## config.mk

```make
export PLATFORM = sky130hd
export DESIGN_NAME = mirror_sa
export DESIGN_NICKNAME = d
export VERILOG_FILES = /design/src/rtl/mirror_sa_pkg.sv /design/src/rtl/rr_arb.sv /design/src/rtl/port_front.sv /design/src/rtl/dir_pick.sv /design/src/rtl/mirror_sa.sv
export SDC_FILE = /design/constraint.sdc
export NUM_CORES = 1
export LEC_CHECK = 0
export ABC_AREA = 0
export BUFFER_PORTS_ARGS = -buffer_cell sky130_fd_sc_hd__buf_2
export CAP_MARGIN = 0
export CELL_PAD_IN_SITES_DETAIL_PLACEMENT = 1
export CELL_PAD_IN_SITES_GLOBAL_PLACEMENT = 1
export CORE_MARGIN = 1.5
export CORE_UTILIZATION = 45
export CTS_CLUSTER_SIZE = 14
export DETAILED_ROUTE_END_ITERATION = 8
export GPL_TIMING_DRIVEN = 0
export MAX_ROUTING_LAYER = met4
export PLACE_DENSITY = 0.83
export SKIP_CTS_REPAIR_TIMING = 1
export SYNTH_ARGS = -nofsm -noshare
export SYNTH_HDL_FRONTEND = slang
export SYNTH_SLANG_ARGS = --single-unit
```

## constraint.sdc

```tcl
create_clock -name clk_i -period 3.05 [get_ports clk_i]
set_input_delay 0.61 -clock clk_i [delete_from_list [all_inputs] [get_ports clk_i]]
set_output_delay 0.61 -clock clk_i [all_outputs]
set_load 0.005 [all_outputs]
```

## src/rtl/mirror_sa_pkg.sv

```systemverilog
package mirror_sa_pkg;
  localparam int NUM_DIR = 2;
  localparam logic DIR_LO = 1'b0;
  localparam logic DIR_HI = 1'b1;
endpackage

```

## src/rtl/rr_arb.sv

```systemverilog
module rr_arb #(
  parameter int N = 4
) (
  input  logic         clk_i,
  input  logic         rst_ni,
  input  logic [N-1:0] req_i,
  input  logic         adv_i,
  output logic [N-1:0] gnt_o,
  output logic         any_o
);
  localparam int IW = (N > 1) ? $clog2(N) : 1;

  logic [IW-1:0] ptr_q, win;
  logic          found;

  always_comb begin
    gnt_o = '0;
    win   = '0;
    found = 1'b0;
    for (int k = 0; k < N; k++) begin
      int idx;
      idx = int'(ptr_q) + k;
      if (idx >= N) idx = idx - N;
      if (!found && req_i[idx]) begin
        found      = 1'b1;
        gnt_o[idx] = 1'b1;
        win        = IW'(idx);
      end
    end
  end

  assign any_o = found;

  always_ff @(posedge clk_i or negedge rst_ni) begin
    if (!rst_ni) ptr_q <= '0;
    else if (adv_i && found) ptr_q <= (win == IW'(N - 1)) ? '0 : win + 1'b1;
  end

  AST_RR_IN_REQ: assert property (@(posedge clk_i) disable iff (!rst_ni)
    ((gnt_o & ~req_i) == '0));
endmodule

```

## src/rtl/port_front.sv

```systemverilog
module port_front
  import mirror_sa_pkg::*;
#(
  parameter int NUM_VC = 4
) (
  input  logic              clk_i,
  input  logic              rst_ni,
  input  logic [NUM_VC-1:0] req_i,
  input  logic [NUM_VC-1:0] dir_i,
  input  logic [NUM_VC-1:0] rdy_i,
  input  logic              take_i,
  input  logic              sel_dir_i,
  output logic [NUM_DIR-1:0] has_o,
  output logic [NUM_VC-1:0] gnt_o
);
  logic [NUM_VC-1:0] elig;
  logic [NUM_VC-1:0] elig_d [NUM_DIR];
  logic [NUM_VC-1:0] gnt_d  [NUM_DIR];

  assign elig = req_i & rdy_i;

  for (genvar d = 0; d < NUM_DIR; d++) begin : g_dir
    assign elig_d[d] = elig & ((d == 1) ? dir_i : ~dir_i);
    rr_arb #(.N(NUM_VC)) u_arb (
      .clk_i  (clk_i),
      .rst_ni (rst_ni),
      .req_i  (elig_d[d]),
      .adv_i  (take_i && (sel_dir_i == 1'(d))),
      .gnt_o  (gnt_d[d]),
      .any_o  (has_o[d])
    );
  end

  assign gnt_o = take_i ? gnt_d[sel_dir_i] : '0;

  AST_TAKE_HAS: assert property (@(posedge clk_i) disable iff (!rst_ni)
    take_i |-> (|gnt_o));
endmodule

```

## src/rtl/dir_pick.sv

```systemverilog
module dir_pick
  import mirror_sa_pkg::*;
(
  input  logic               clk_i,
  input  logic               rst_ni,
  input  logic [NUM_DIR-1:0] has0_i,
  input  logic [NUM_DIR-1:0] has1_i,
  output logic               take0_o,
  output logic               dir0_o,
  output logic               take1_o,
  output logic               dir1_o
);
  logic g_pri_q, p1_pri_q;

  always_comb begin
    take0_o = 1'b0;
    dir0_o  = DIR_LO;
    if (|has0_i) begin
      take0_o = 1'b1;
      if (!(&has0_i))            dir0_o = has0_i[1];
      else if (has1_i == 2'b10)  dir0_o = DIR_LO; // let port 1 go high
      else if (has1_i == 2'b01)  dir0_o = DIR_HI; // let port 1 go low
      else                       dir0_o = g_pri_q;
      dir1_o  = ~dir0_o;
      take1_o = has1_i[dir1_o];
    end else begin
      dir1_o  = (&has1_i) ? p1_pri_q : has1_i[1];
      take1_o = |has1_i;
    end
  end

  always_ff @(posedge clk_i or negedge rst_ni) begin
    if (!rst_ni) begin
      g_pri_q  <= DIR_HI;
      p1_pri_q <= DIR_HI;
    end else begin
      if (take0_o) g_pri_q <= ~dir0_o;
      if (!(|has0_i) && take1_o) p1_pri_q <= ~dir1_o;
    end
  end

  AST_PICK_MIRROR: assert property (@(posedge clk_i) disable iff (!rst_ni)
    (take0_o && take1_o) |-> (dir0_o != dir1_o));
endmodule

```

## src/rtl/mirror_sa.sv

```systemverilog
module mirror_sa
  import mirror_sa_pkg::*;
#(
  parameter int NUM_VC = 4
) (
  input  logic              clk_i,
  input  logic              rst_ni,
  input  logic [NUM_VC-1:0] p0_req_i,
  input  logic [NUM_VC-1:0] p0_dir_i,
  input  logic [NUM_VC-1:0] p0_rdy_i,
  input  logic [NUM_VC-1:0] p1_req_i,
  input  logic [NUM_VC-1:0] p1_dir_i,
  input  logic [NUM_VC-1:0] p1_rdy_i,
  output logic [NUM_VC-1:0] p0_gnt_o,
  output logic              p0_dir_o,
  output logic [NUM_VC-1:0] p1_gnt_o,
  output logic              p1_dir_o,
  output logic [1:0]        out_vld_o,
  output logic [1:0]        out_src_o
);
  logic [NUM_DIR-1:0] has0, has1;
  logic               take0, take1, dir0, dir1;
  logic [NUM_VC-1:0]  gnt0, gnt1;

  port_front #(.NUM_VC(NUM_VC)) u_p0 (
    .clk_i(clk_i), .rst_ni(rst_ni),
    .req_i(p0_req_i), .dir_i(p0_dir_i), .rdy_i(p0_rdy_i),
    .take_i(take0), .sel_dir_i(dir0), .has_o(has0), .gnt_o(gnt0)
  );

  port_front #(.NUM_VC(NUM_VC)) u_p1 (
    .clk_i(clk_i), .rst_ni(rst_ni),
    .req_i(p1_req_i), .dir_i(p1_dir_i), .rdy_i(p1_rdy_i),
    .take_i(take1), .sel_dir_i(dir1), .has_o(has1), .gnt_o(gnt1)
  );

  dir_pick u_pick (
    .clk_i(clk_i), .rst_ni(rst_ni),
    .has0_i(has0), .has1_i(has1),
    .take0_o(take0), .dir0_o(dir0), .take1_o(take1), .dir1_o(dir1)
  );

  always_ff @(posedge clk_i or negedge rst_ni) begin
    if (!rst_ni) begin
      p0_gnt_o <= '0;
      p0_dir_o <= 1'b0;
      p1_gnt_o <= '0;
      p1_dir_o <= 1'b0;
    end else begin
      p0_gnt_o <= gnt0;
      p0_dir_o <= take0 & dir0;
      p1_gnt_o <= gnt1;
      p1_dir_o <= take1 & dir1;
    end
  end

  // traversal-stage crossbar select
  logic p0_act, p1_act;
  assign p0_act = |p0_gnt_o;
  assign p1_act = |p1_gnt_o;

  for (genvar d = 0; d < NUM_DIR; d++) begin : g_xsel
    logic p0_here, p1_here;
    assign p0_here      = p0_act && (p0_dir_o == 1'(d));
    assign p1_here      = p1_act && (p1_dir_o == 1'(d));
    assign out_vld_o[d] = p0_here | p1_here;
    assign out_src_o[d] = p1_here & ~p0_here;
  end

  // assertion support: history valid after first post-reset edge
  logic past_ok_q;
  always_ff @(posedge clk_i or negedge rst_ni) begin
    if (!rst_ni) past_ok_q <= 1'b0;
    else         past_ok_q <= 1'b1;
  end

  logic [NUM_VC-1:0] el0, el1;
  logic e0_hi, e0_lo, e1_hi, e1_lo;
  assign el0   = p0_req_i & p0_rdy_i;
  assign el1   = p1_req_i & p1_rdy_i;
  assign e0_hi = |(el0 & p0_dir_i);
  assign e0_lo = |(el0 & ~p0_dir_i);
  assign e1_hi = |(el1 & p1_dir_i);
  assign e1_lo = |(el1 & ~p1_dir_i);

  AST_P0_ONEHOT: assert property (@(posedge clk_i) disable iff (!rst_ni)
    $onehot0(p0_gnt_o));
  AST_P1_ONEHOT: assert property (@(posedge clk_i) disable iff (!rst_ni)
    $onehot0(p1_gnt_o));
  AST_P0_ELIG: assert property (@(posedge clk_i) disable iff (!rst_ni)
    (past_ok_q && p0_act) |-> ((p0_gnt_o & ~$past(el0)) == '0));
  AST_P1_ELIG: assert property (@(posedge clk_i) disable iff (!rst_ni)
    (past_ok_q && p1_act) |-> ((p1_gnt_o & ~$past(el1)) == '0));
  AST_P0_DIRMATCH: assert property (@(posedge clk_i) disable iff (!rst_ni)
    (past_ok_q && p0_act) |-> ((p0_gnt_o & ($past(p0_dir_i) ^ {NUM_VC{p0_dir_o}})) == '0));
  AST_P0_SERVED: assert property (@(posedge clk_i) disable iff (!rst_ni)
    (past_ok_q && $past(|el0)) |-> p0_act);
  AST_NO_COLLIDE: assert property (@(posedge clk_i) disable iff (!rst_ni)
    (p0_act && p1_act) |-> (p0_dir_o != p1_dir_o));
  AST_MAX_MATCH: assert property (@(posedge clk_i) disable iff (!rst_ni)
    (past_ok_q && $past((e0_hi && e1_lo) || (e0_lo && e1_hi))) |-> (p0_act && p1_act));
  AST_P1_ALONE: assert property (@(posedge clk_i) disable iff (!rst_ni)
    (past_ok_q && $past(!(|el0) && (|el1))) |-> p1_act);
endmodule

```

; Word level (Yosys, flattened, before mapping)
; Index checks and enable logic that the tools add are counted.
[totals]
inputBits = 26
out_inout_bits = 14
reg_bits = 20
elab_cells = 361
[classes]
bitwise = 35
magnitude_cmp = 51
n_eq_ne = 6
addsub = 32
reduce_logical = 60
muxes = 167
[op_table]
columns = cell, n
row1 = "32-bit by 1-bit greater-or-equal comparator with 1-bit output, second input constant", 16
row2 = "32-bit by 4-bit less-than comparator with 1-bit output, second input constant", 16
row3 = 32-bit 2-to-1 mux, 16
row4 = 4-bit 2-to-1 mux, 24
row5 = 1-bit 2-to-1 mux, 75
row6 = 4-bit OR, 12
row7 = "3-bit by 3-bit subtractor with 4-bit output, second input constant", 12
row8 = 1-bit logical AND, 41
row9 = 2-bit 2-to-1 mux, 20
row10 = "3-bit greater-or-equal comparator, second input constant", 12
row11 = 1-bit binary-select mux with 2-bit select, 16
row12 = 1-bit demux with 2-bit select, 16
row13 = "2-bit by 2-bit adder with 3-bit output, second input constant", 8
row14 = 4-bit AND, 6
row15 = "2-bit by 3-bit subtractor with 4-bit output, second input constant", 4
row16 = 1-bit zero test, 13
row17 = "2-bit by 1-bit adder with 3-bit output, second input constant", 4
row18 = "2-bit by 3-bit greater-or-equal comparator with 1-bit output, second input constant", 4
row19 = "2-bit equality test, second input constant", 5
row20 = "2-bit by 1-bit adder with 2-bit output, second input constant", 4
row21 = 4-bit inverter, 2
row22 = 4-bit OR reduction, 2
row23 = 1-bit inverter, 7
row24 = 1-bit AND, 4
row25 = other kinds (7), 12

; Logic depth before layout (Yosys ltp)
; Gate-level depths: netlist of run 1.
[depth]
ltp_word = 27
mapped_depth = 10
mapped_depth_nobuf = 8

; By module
; A second synthesis of run 1 with hierarchy kept.
[unflattened]
cells_unflattened = 355
hier_area_um2 = 3045.4
[by_module_without_submodules]
columns = module, area_each_um2, n_inst, cells_per_inst
row1 = rr_arb (u_p0.g_dir[0].u_arb ...), 574.3, 3, 70
row2 = rr_arb (u_p1.g_dir[1].u_arb), 533.0, 1, 56
row3 = mirror_sa, 322.8, 1, 21
row4 = port_front, 147.6, 2, 23
row5 = dir_pick, 171.4, 1, 22

; Worst setup path after synthesis of run 1
; OpenSTA, ideal clock, no wires.
[synth_timing]
kind = register to register
startpoint = register with a tool-made name
endpoint = register u_p1.g_dir[1].u_arb.ptr_q[1]
required_time_ns = 2.924
setup_time_ns = 0.126
period_less_slack_ns = 2.554
setup_slack_ns = 0.496
arrival_time_ns = 2.428
stages_incl_launch_ff = 10
path_cell_list = dfrtp_1 buf_2 inv_1 ha_1 buf_2 nand3_1 a32o_1 or4b_1 a211oi_1 nor4_1
[synth_lines]
columns = item, line_no
row1 = "end signal, assigned", rr_arb.sv:36  ; else if (adv_i && found) ptr_q <= (win == IW'(N - 1)) ? '0 : win + 1'b1;
row2 = "end, declared", rr_arb.sv:13  ; logic [IW-1:0] ptr_q, win;

==> metrics.md, run 1 <==
| Metric | Value |
|---|---|
| Routed WL per cell | `19.2 µm` |
| Final-report max-slew violation count | `0` |
| Num CTS Buffers | `3` |
| Die height | `86.8 µm` |
| Synth top area cells | `dfrtp_1 14%, ha_1 13%, mux4_2 5.7%` |
| Cell Area, Placed | `0.00347 mm²` |
| Final core utilization | `52.7%` |
| Core footprint | `0.00679 mm²` |
| CTS clk-pin slew, worst paths | `80 ps` |
| DRT iter0 DRCs | `156` |
| Final clock skew | `7.25 ps` |
| Net Count, Synth | `433` |
| Vias in the first global route | `3164` |
| CP Data Arrival Time | `3000 ps` |
| #FFs+latches synth | `20` |
| DRT Pass-1 Iters | `4` |
| Final ANT Viol Nets | `0` |
| Crit path max-delay family | `buffers and inverters` |
| I/O Pins | `40` |
| Fin area | `0.00358 mm²` |
| Post-route clock period utilization | `92.9%` |
| Critical path's largest stage delay | `440 ps` |
| Post-Syn Area per Cell | `8.42 µm²` |
| HP Class | `primary input to async pin` |
| Worst setup path category | `flop to flop` |
| Row cnt | `30` |
| PD cells | `808 mW/mm²` |
| First-pass GRT wire length | `16100 µm` |
| Via count | `3290` |
| CTS tree | `done` |
| Detailed placement HPWL | `7860 µm` |
| Commonest cells in the netlist | `32 x ha_1, 22 x o21ai_0, 20 x inv_1, 20 x nand2_1, 20 x nand3_1` |
| CP endpoint kind | `flop` |
| Worst-path cell chain | `buf_2 -> inv_2 -> ha_1 -> clkbuf_1 -> mux4_2 -> nand2b_1 -> o211ai_1 -> o21ai_0 -> a32oi_1` |
| Leakage | `1.57 nW` |
| Yosys warnings | `0` |
| Share of cells above drive strength 1 | `21.8%` |
| Total GRT Usage | `27.5%` |
| F_max | `353 MHz` |
| Top FF cell, synth | `dfrtp_1` |
| Post-synth EDFFs | `0` |
| Worst endpoint required time | `3210 ps` |
| Syn Std Cell Area | `0.00316 mm²` |
| Largest net degree at the start of global routing | `21` |
| Placer Congestion | `0.920` |
| Top cell type by total area after synthesis | `dfrtp_1` |
| Final net count | `476` |
| Slowest stage cell, crit path | `mux4_2` |
| Drc violations | `0` |
| Status | `complete, no violations` |
| Final setup viols | `0` |
| Total grt overflow | `0` |
| Max VDD drop | `0.521 mV` |
| Asr flop ratio synth | `100%` |
| Final hold vios | `0` |
| Synth cell types | `74` |
| Worst setup SP type | `flop` |
| Later-pin clock latency in the skew report | `260 ps` |
| Relative slew slack | `59.8%` |
| Max FO, Critical Path | `10` |
| Seq/Total Area, Yosys | `15.9%` |
| Max-cap viol count | `0` |
| Least-Margin Pin Slew | `602 ps` |
| Die width | `86.8 µm` |
| N_diodes | `0` |
| Full die area | `0.00753 mm²` |
| Initial antenna violation count | `0` |
| Count leader, synth | `ha_1` |
| Crit path time final | `2830 ps` |
| Starting Density | `46.5%` |
| CTS root buf | `clkbuf_8` |
| RSZ-0062 raised after global routing | `false` |
| Area growth syn-to-layout | `13.4%` |
| Total Wirelength | `9870 µm` |
| Max Buffers Root-to-Sink | `2` |
| Sink Count | `20` |
| H-Tree Depth | `1` |
| Drt via density | `6.41` |
| Cells after Synth | `375` |
| Post-synth top area share | `14.3%` |
| CP bufs+invs | `3` |
| Port bufs | `39` |
through the flow:
step           power, mW  setup TNS (ps)  worst slack (ps)  hold WS (ps)  instances
2_1_floorplan       1.97               0               496           314        375
6_report            2.89               0               216           282        513
3_3_place_gp        2.44               0               111           524        510
4_1_cts             2.83            -263              -119           299        514
3_5_place_dp        2.55            -158             -95.7           535        510
5_1_grt             3.13               0              31.9           306        513
report_power, final:
group | switching, mW | internal, mW
sequential | 0.187 | 0.383
clock | 0.0953 | 0.175
combinational | 1.22 | 0.834
total | 1.50 | 1.39
final cells by class:
type	instances	area [µm²]
fill	835	3210
multi-input combinational	319	2530
sequential	20	505
timing repair buffer	40	203
tap	96	120
inverter	21	78.8
buffer	13	70.1
clock buffer	3	41.3
clock inverter	1	30.0
per-layer routing:
| layer | vias to the layer above | global-route usage, % | wire (µm) | part of all wire (%) |
|---|---|---|---|---|
| li1 | 1570 | - | - | - |
| met1 | 1647 | 39.5 | 4860 | 49 |
| met3 | 8 | 3.14 | 320 | 3.2 |
| met4 | 0 | 2.49 | 58 | 0.59 |
| met5 | - | - | 0 | 0 |
| met2 | 65 | 43.3 | 4640 | 47 |
path summary, 6_finish.rpt:
| path | startpoint | end | slack, ps | cells after the start |
|---|---|---|---|---|
| worst max-delay path | flop | p0_gnt_o[0] | 220 | 9 |
| worst min-delay path | rst_ni | p1_gnt_o[1] | 280 | 1 |
| worst max register to register | flop | p0_gnt_o[0] | 220 | 9 |
| worst min register to register | u_pick.p1_pri_q | u_pick.p1_pri_q | 540 | 2 |
| max in group asynchronous | rst_ni | u_pick.p1_pri_q | 2420 | 1 |
| min in group clk_i | u_pick.p1_pri_q | u_pick.p1_pri_q | 540 | 2 |
kinds of logic (layout without fill, tap and decap cells):
family / Yosys count / after routing / share of synthesized area, %
AND/OR/NAND/NOR: 138 / 138 / 26.3
XOR/XNOR: 5 / 5 / 1.39
multiplexers: 23 / 23 / 10.5
adder cells (fa/ha/maj): 33 / 33 / 13.0
AO/OA/AOI/OAI: 120 / 120 / 28.0
buffers and inverters: 36 / 78 / 4.91
flip-flops: 20 / 20 / 15.9
placed cells by master (no fill, tap or decap), types with 4 or more instances in the layout:
cell type,instances
o221ai_2,4
nand2_1,20
ha_1,32
clkbuf_1,5
and3b_1,6
xnor2_1,4
nor2_1,17
nand3_1,20
nand2b_1,5
dfrtp_1,16
a32oi_1,11
o211ai_1,6
mux4_2,8
a21o_2,4
and3_1,9
inv_1,20
nand4_1,5
buf_2,43
nor3_1,12
o21ai_0,22
a22o_1,9
nor4_1,9
a21oi_1,19
mux2i_1,14
nand3b_1,8
(Power assumes the default switching activity.)
==> run 2: changes to the inputs <==
CORE_ASPECT_RATIO = 1.1   (was unset)
SYNTH_HIERARCHICAL = 1   (was unset)
==> run 2 against run 1 <==
The flow now finishes with violations (setup timing). Clock skew decreased by 6.4 ps. Core utilization increased by 3.4 points. Critical path type unchanged. Clock-buffer cell count is the same. Largest power group unchanged. Sequential share of layout area shrank 0.24 points. Largest cell class unchanged.
==> metrics.md, run 2 <==
| Metric | Value |
|---|---|
| Status | `finished with violations` |
| Failing checks | `setup timing` |
| Total Wirelength | `8780 µm` |
| Vias in the first global route | `2829` |
| Top FF cell, synth | `dfrtp_1` |
| Syn Std Cell Area | `0.00305 mm²` |
| Commonest cells in the netlist | `34 x nor2_1, 33 x ha_1, 28 x nor2b_1, 23 x a21oi_1` |
| Sink Count | `20` |
| Relative slew slack | `51.6%` |
| Share of power burned in registers | `19.1%` |
| Final clock skew | `0.844 ps` |
| Die height | `89.3 µm` |
| Area growth syn-to-layout | `20.7%` |
| First-pass GRT wire length | `13200 µm` |
| Commonest non-fill, non-tap cell in the layout | `buf_2` |
| Max-cap viol count | `0` |
| Worst setup SP type | `flop` |
| PD cells | `786 mW/mm²` |
| Multi-input gate area | `0.00241 mm²` |
| Cell Area, Placed | `0.00338 mm²` |
| CP endpoint kind | `flop` |
| Worst path depth | `13` |
| Initial antenna violation count | `0` |
| Net Sw Power | `1.36 mW` |
| Crit path launch | `u_p1/g_dir[1].u_arb/ptr_q[0]` |
| HP Class | `primary input to async pin` |
| Post-synth EDFFs | `0` |
| Starting Density | `46.5%` |
| Comb power frac | `71.6%` |
| Sw Ratio | `47.0%` |
| CTS tree | `done` |
| Critical path's largest stage delay | `600 ps` |
| Post-Syn Area per Cell | `8.58 µm²` |
| Final hold vios | `0` |
| Later-pin clock latency in the skew report | `260 ps` |
| RSZ-0062 raised after global routing | `true` |
| Cells after Synth | `355` |
| I/O Pins | `40` |
| Post-route clock period utilization | `106%` |
| Seq/Total Area, Yosys | `16.5%` |
| Least-Margin Pin Slew | `717 ps` |
| Tot Pwr | `2.89 mW` |
| Worst-path cell chain | `buf_8 -> clkinvlp_4 -> ha_4 -> mux4_2 -> or4_4 -> nor2b_4 -> o211ai_4 -> and2_4 -> and2b_2 -> nand2_4 -> nor2b_1 -> a22oi_1 -> nand3_1` |
| Crit path max-delay family | `simple AND/OR/NAND/NOR gates` |
| Port bufs | `39` |
| Final-report max-slew violation count | `0` |
| FF-to-FF Start | `u_p1/g_dir[1].u_arb/ptr_q[0]` |
| End of the worst register-to-register path | `u_p0/g_dir[0].u_arb/ptr_q[1]` |
| Post-synth top area share | `14.8%` |
| Max VDD drop | `0.325 mV` |
| Drc violations | `0` |
| Net Count, Synth | `414` |
| Fin area | `0.00368 mm²` |
| F_max | `309 MHz` |
| R2R depth | `13` |
| Asr flop ratio synth | `100%` |
| Max FO, Critical Path | `5` |
| Crit path time final | `3240 ps` |
| Num CTS Buffers | `3` |
| CP Data Arrival Time | `3380 ps` |
| Total GRT Usage | `23.1%` |
| Placer Congestion | `0.793` |
| Worst endpoint required time | `3200 ps` |
| Via count | `3014` |
| Total grt overflow | `0` |
| DRT Pass-1 Iters | `4` |
| Final setup viols | `10` |
| Clock power frac | `9.3%` |
| Drt via density | `6.02` |
| Worst R2R Setup Slack | `-190 ps` |
| Die width | `81.4 µm` |
| Core footprint | `0.00656 mm²` |
| Fin Setup TNS | `-947 ps` |
| Slowest stage cell, crit path | `or4_4` |
| Crit path to | `u_p0/g_dir[0].u_arb/ptr_q[1]` |
| DRT iter0 DRCs | `189` |
| Top cell type by total area after synthesis | `dfrtp_1` |
| H-Tree Depth | `1` |
| Largest net degree at the start of global routing | `21` |
| Share of cells above drive strength 1 | `30.3%` |
| Max Buffers Root-to-Sink | `2` |
| Setup ws final | `-186 ps` |
| Row cnt | `31` |
| CP bufs+invs | `2` |
| Detailed placement HPWL | `6210 µm` |
| Synth top area cells | `dfrtp_1 15%, ha_1 14%, mux2i_1 6.2%` |
| Internal power | `1.53 mW` |
| Final ANT Viol Nets | `0` |
| Routed WL per cell | `17.5 µm` |
| Count leader, synth | `nor2_1` |
| Most frequent cells in the layout | `40 x buf_2, 34 x nor2_1, 32 x ha_1` |
| CTS clk-pin slew, worst paths | `70 ps` |
| Full die area | `0.00727 mm²` |
| Sequential Area | `510 µm²` |
| Yosys warnings | `6` |
| Final net count | `479` |
| Worst setup path category | `flop to flop` |
| Final core utilization | `56.1%` |
| Fill cells | `821` |
| Leakage | `1.68 nW` |
| Synth cell types | `46` |
| #FFs+latches synth | `20` |
| CTS root buf | `clkbuf_8` |
| N_diodes | `0` |
[run 2: layout make-up]
cell class	count	area share, %
Clock buffer	3	1.12
Sequential cell	20	13.9
Timing Repair Buffer	62	10.2
Inverter	18	1.94
Tap cell	82	2.79
Clock inverter	1	0.817
Multi-Input combinational cell	301	65.6
Buffer	14	3.61
[run 2: per-stage QoR]
step / hold WS, ps / cells / setup slack, ps
global route: 315 / 501 / -270
global placement: 513 / 476 / -321
detailed placement: 536 / 476 / -388
finish: 288 / 501 / -186
floorplan: 314 / 355 / -52.4
CTS: 305 / 480 / -405
[run 2: power by group through the flow]
| stage | registers [mW] | logic (mW) | clock network [mW] |
|---|---|---|---|
| floorplan | 0.517 | 1.34 | 0 |
| global placement | 0.550 | 1.68 | 0 |
| detailed placement | 0.563 | 1.78 | 0 |
| CTS | 0.558 | 1.79 | 0.270 |
| global route | 0.576 | 2.26 | 0.289 |
| finish | 0.553 | 2.07 | 0.268 |
[run 2: cells by family (layout without fill, tap and decap cells)]
logic type / after synthesis / count (layout) / share of synthesized area [%]
and+or+nand+nor: 125 / 125 / 22.4
AOI/OAI and AO/OA: 113 / 113 / 27.1
buffers and inverters: 34 / 98 / 7.19
adders and majority gates: 33 / 33 / 13.6
muxes: 30 / 30 / 13.3
DFF: 20 / 20 / 16.5
[run 2: worst register-to-register path, stage by stage, from the launching register on]
cell and delay (ps):
dfrtp_2 440, buf_8 130, clkinvlp_4 120, ha_4 320
mux4_2 310, or4_4 600, nor2b_4 170, o211ai_4 200
and2_4 190, and2b_2 240, nand2_4 70, nor2b_1 50
a22oi_1 170, nand3_1 110
[run 2: routing by layer]
layer | GRT usage, % | routed length, µm
met5 | - | 0
met4 | 2.04 | 51
met3 | 2.24 | 177
met2 | 40.5 | 4440
met1 | 29.9 | 4110
[run 2: how the worst min path moves through the flow]
stage / end / slack, ps / start / cells after the start
finish: p0_gnt_o[0] / 290 / rst_ni / 1
global route: p0_gnt_o[0] / 320 / rst_ni / 1
CTS: p0_gnt_o[0] / 300 / rst_ni / 1
detailed placement: u_pick/p1_pri_q / 540 / u_pick/p1_pri_q / 2
global placement: u_pick/p1_pri_q / 510 / u_pick/p1_pri_q / 2
floorplan: p0_dir_o / 310 / rst_ni / 0
==> run 3: changes to the inputs <==
CORE_UTILIZATION = 27   (was 45)
PLACE_DENSITY = 0.55   (was 0.83)
==> run 3 against run 2 <==
The flow still finishes with violations (setup timing). Hold slack gained 23 ps. Non-clock buffer count increased by 4. Clock-buffer cell count unchanged. Clock power increased by 36%. Global-route usage down 8.8 points. Maximum frequency grew 2.7%. Design area rose by 3.5%. First-iteration DRC count shrank 54%. Clock skew rose by 2.2 ps. Largest cell class unchanged. Highest routed layer unchanged.
==> metrics.md, run 3 (same netlist as run 2, synthesis figures left out) <==
| Metric | Value |
|---|---|
| N_diodes | `0` |
| Total Wirelength | `8550 µm` |
| Failing checks | `setup timing` |
| Met1 WL | `4140 µm` |
| Tot Pwr | `2.97 mW` |
| Largest net degree at the start of global routing | `21` |
| Full die area | `0.0119 mm²` |
| Drc violations | `0` |
| Later-pin clock latency in the skew report | `250 ps` |
| Core footprint | `0.0110 mm²` |
| Worst setup path category | `flop to flop` |
| Sink Count | `20` |
| Starting Density | `27.8%` |
| DR WL met3 | `172 µm` |
| F_max | `317 MHz` |
| CP Data Arrival Time | `3340 ps` |
| Worst endpoint required time | `3240 ps` |
| Final-report max-slew violation count | `0` |
| Share of cells above drive strength 1 | `29.8%` |
| Final core utilization | `34.7%` |
| Final hold vios | `0` |
| H-Tree Depth | `1` |
| CTS tree | `done` |
| Final net count | `483` |
| RSZ-0062 raised after global routing | `true` |
| CTS root buf | `clkbuf_16` |
| Total GRT Usage | `14.3%` |
| Max-cap viol count | `0` |
| Worst R2R Setup Slack | `-100 ps` |
| First-pass GRT wire length | `13800 µm` |
| Clock power frac | `12.3%` |
| Final setup viols | `5` |
| Status | `finished with violations` |
| Final clock skew | `3.03 ps` |
| Max FO, Critical Path | `6` |
| Total grt overflow | `0` |
| Max Buffers Root-to-Sink | `2` |
| Sw Ratio | `44.7%` |
| Commonest non-fill, non-tap cell in the layout | `buf_2` |
| Detailed placement HPWL | `6430 µm` |
| Placer Congestion | `0.781` |
| I/O Pins | `40` |
| Routed WL per cell | `15.0 µm` |
| Worst setup SP type | `flop` |
| Drt via density | `5.19` |
| Row cnt | `40` |
| WL met2 | `4180 µm` |
| FF-to-FF Start | `u_p1/g_dir[1].u_arb/ptr_q[0]` |
| Max VDD drop | `0.281 mV` |
| Highest Signal Layer | `met4` |
| PD cells | `780 mW/mm²` |
| Port bufs | `39` |
| Via count | `2961` |
| Vias in the first global route | `2905` |
| Net Sw Power | `1.33 mW` |
| Num CTS Buffers | `3` |
| Die width | `104 µm` |
| Area growth syn-to-layout | `25.0%` |
| Relative slew slack | `47.3%` |
| Initial antenna violation count | `0` |
| R2R depth | `13` |
| Crit path launch | `u_p1/g_dir[1].u_arb/ptr_q[0]` |
| Most frequent cells in the layout | `40 x buf_2, 34 x nor2_1, 32 x buf_4, 32 x ha_1, 28 x nor2b_1` |
| HP Class | `primary input to async pin` |
| Final ANT Viol Nets | `0` |
| Share of power burned in registers | `18.5%` |
| Comb power frac | `69.2%` |
| Leakage | `1.71 nW` |
| CP endpoint kind | `flop` |
| Internal power | `1.64 mW` |
| Setup ws final | `-101 ps` |
| Least-Margin Pin Slew | `781 ps` |
| DRT iter0 DRCs | `87` |
| Crit path time final | `3150 ps` |
| Die height | `114 µm` |
| CTS clk-pin slew, worst paths | `60 ps` |
| End of the worst register-to-register path | `u_p1/g_dir[0].u_arb/ptr_q[1]` |
| DRT Pass-1 Iters | `4` |
| Post-route clock period utilization | `103%` |
==> run 3: how the worst max path moves through the flow <==
stage	endpoint	slack, ps	depth (start not counted)
2_1_floorplan	u_p0/g_dir[0].u_arb/ptr_q[1]	-50	12
3_3_place_gp	u_p0/g_dir[0].u_arb/ptr_q[1]	-360	13
3_5_place_dp	u_p0/g_dir[0].u_arb/ptr_q[1]	-440	13
4_1_cts	u_p0/g_dir[0].u_arb/ptr_q[1]	-450	13
5_1_grt	u_p1/g_dir[0].u_arb/ptr_q[0]	-210	13
6_report	u_p1/g_dir[0].u_arb/ptr_q[1]	-100	13
==> run 3: per-layer routing <==
layer  vias up  GRT usage [%]
li1       1485              -
met1      1424           18.5
met2        46           24.3
met3         6           1.54
met4         0           2.78
met5         -              -
==> run 3: layout make-up <==
type / count / area [µm²]
clock inverter: 1 / 30.0
inverter: 18 / 71.3
tap: 147 / 184
multi-input combinational: 301 / 2410
timing repair buffer: 66 / 402
buffer: 14 / 133
fill: 1323 / 7150
sequential: 20 / 505
clock buffer: 3 / 75.1
==> run 3: power by group through the flow <==
stage,Clock [mW],Sequential (mW),Combinational (mW)
CTS,0.377,0.561,1.79
detailed placement,0,0.565,1.78
finish,0.365,0.549,2.05
global placement,0,0.556,1.73
global route,0.387,0.573,2.27
floorplan,0,0.517,1.34
==> run 3: metrics by stage <==
stage	area, µm²	setup slack (ps)	hold WS [ps]	setup TNS (ps)	std cells
after floorplan	3080	-52.4	314	-57.8	355
after global placement	3460	-357	512	-1950	541
after detailed placement	3460	-445	540	-2560	541
after CTS	3560	-451	329	-2720	545
after global routing	3810	-212	349	-1320	570
final	3810	-101	310	-360	570
==> run 3: critical path, stage by stage (launching register included) <==
cell        delay, ps
dfrtp_2           430
buf_8             120
clkinvlp_4        120
ha_4              310
mux4_2            310
or4_4             560
nor2b_4           160
o211ai_2          190
buf_4             150
a21oi_4            50
and2b_2           240
nand2_4            80
a2111o_1          290
nand3_1            70
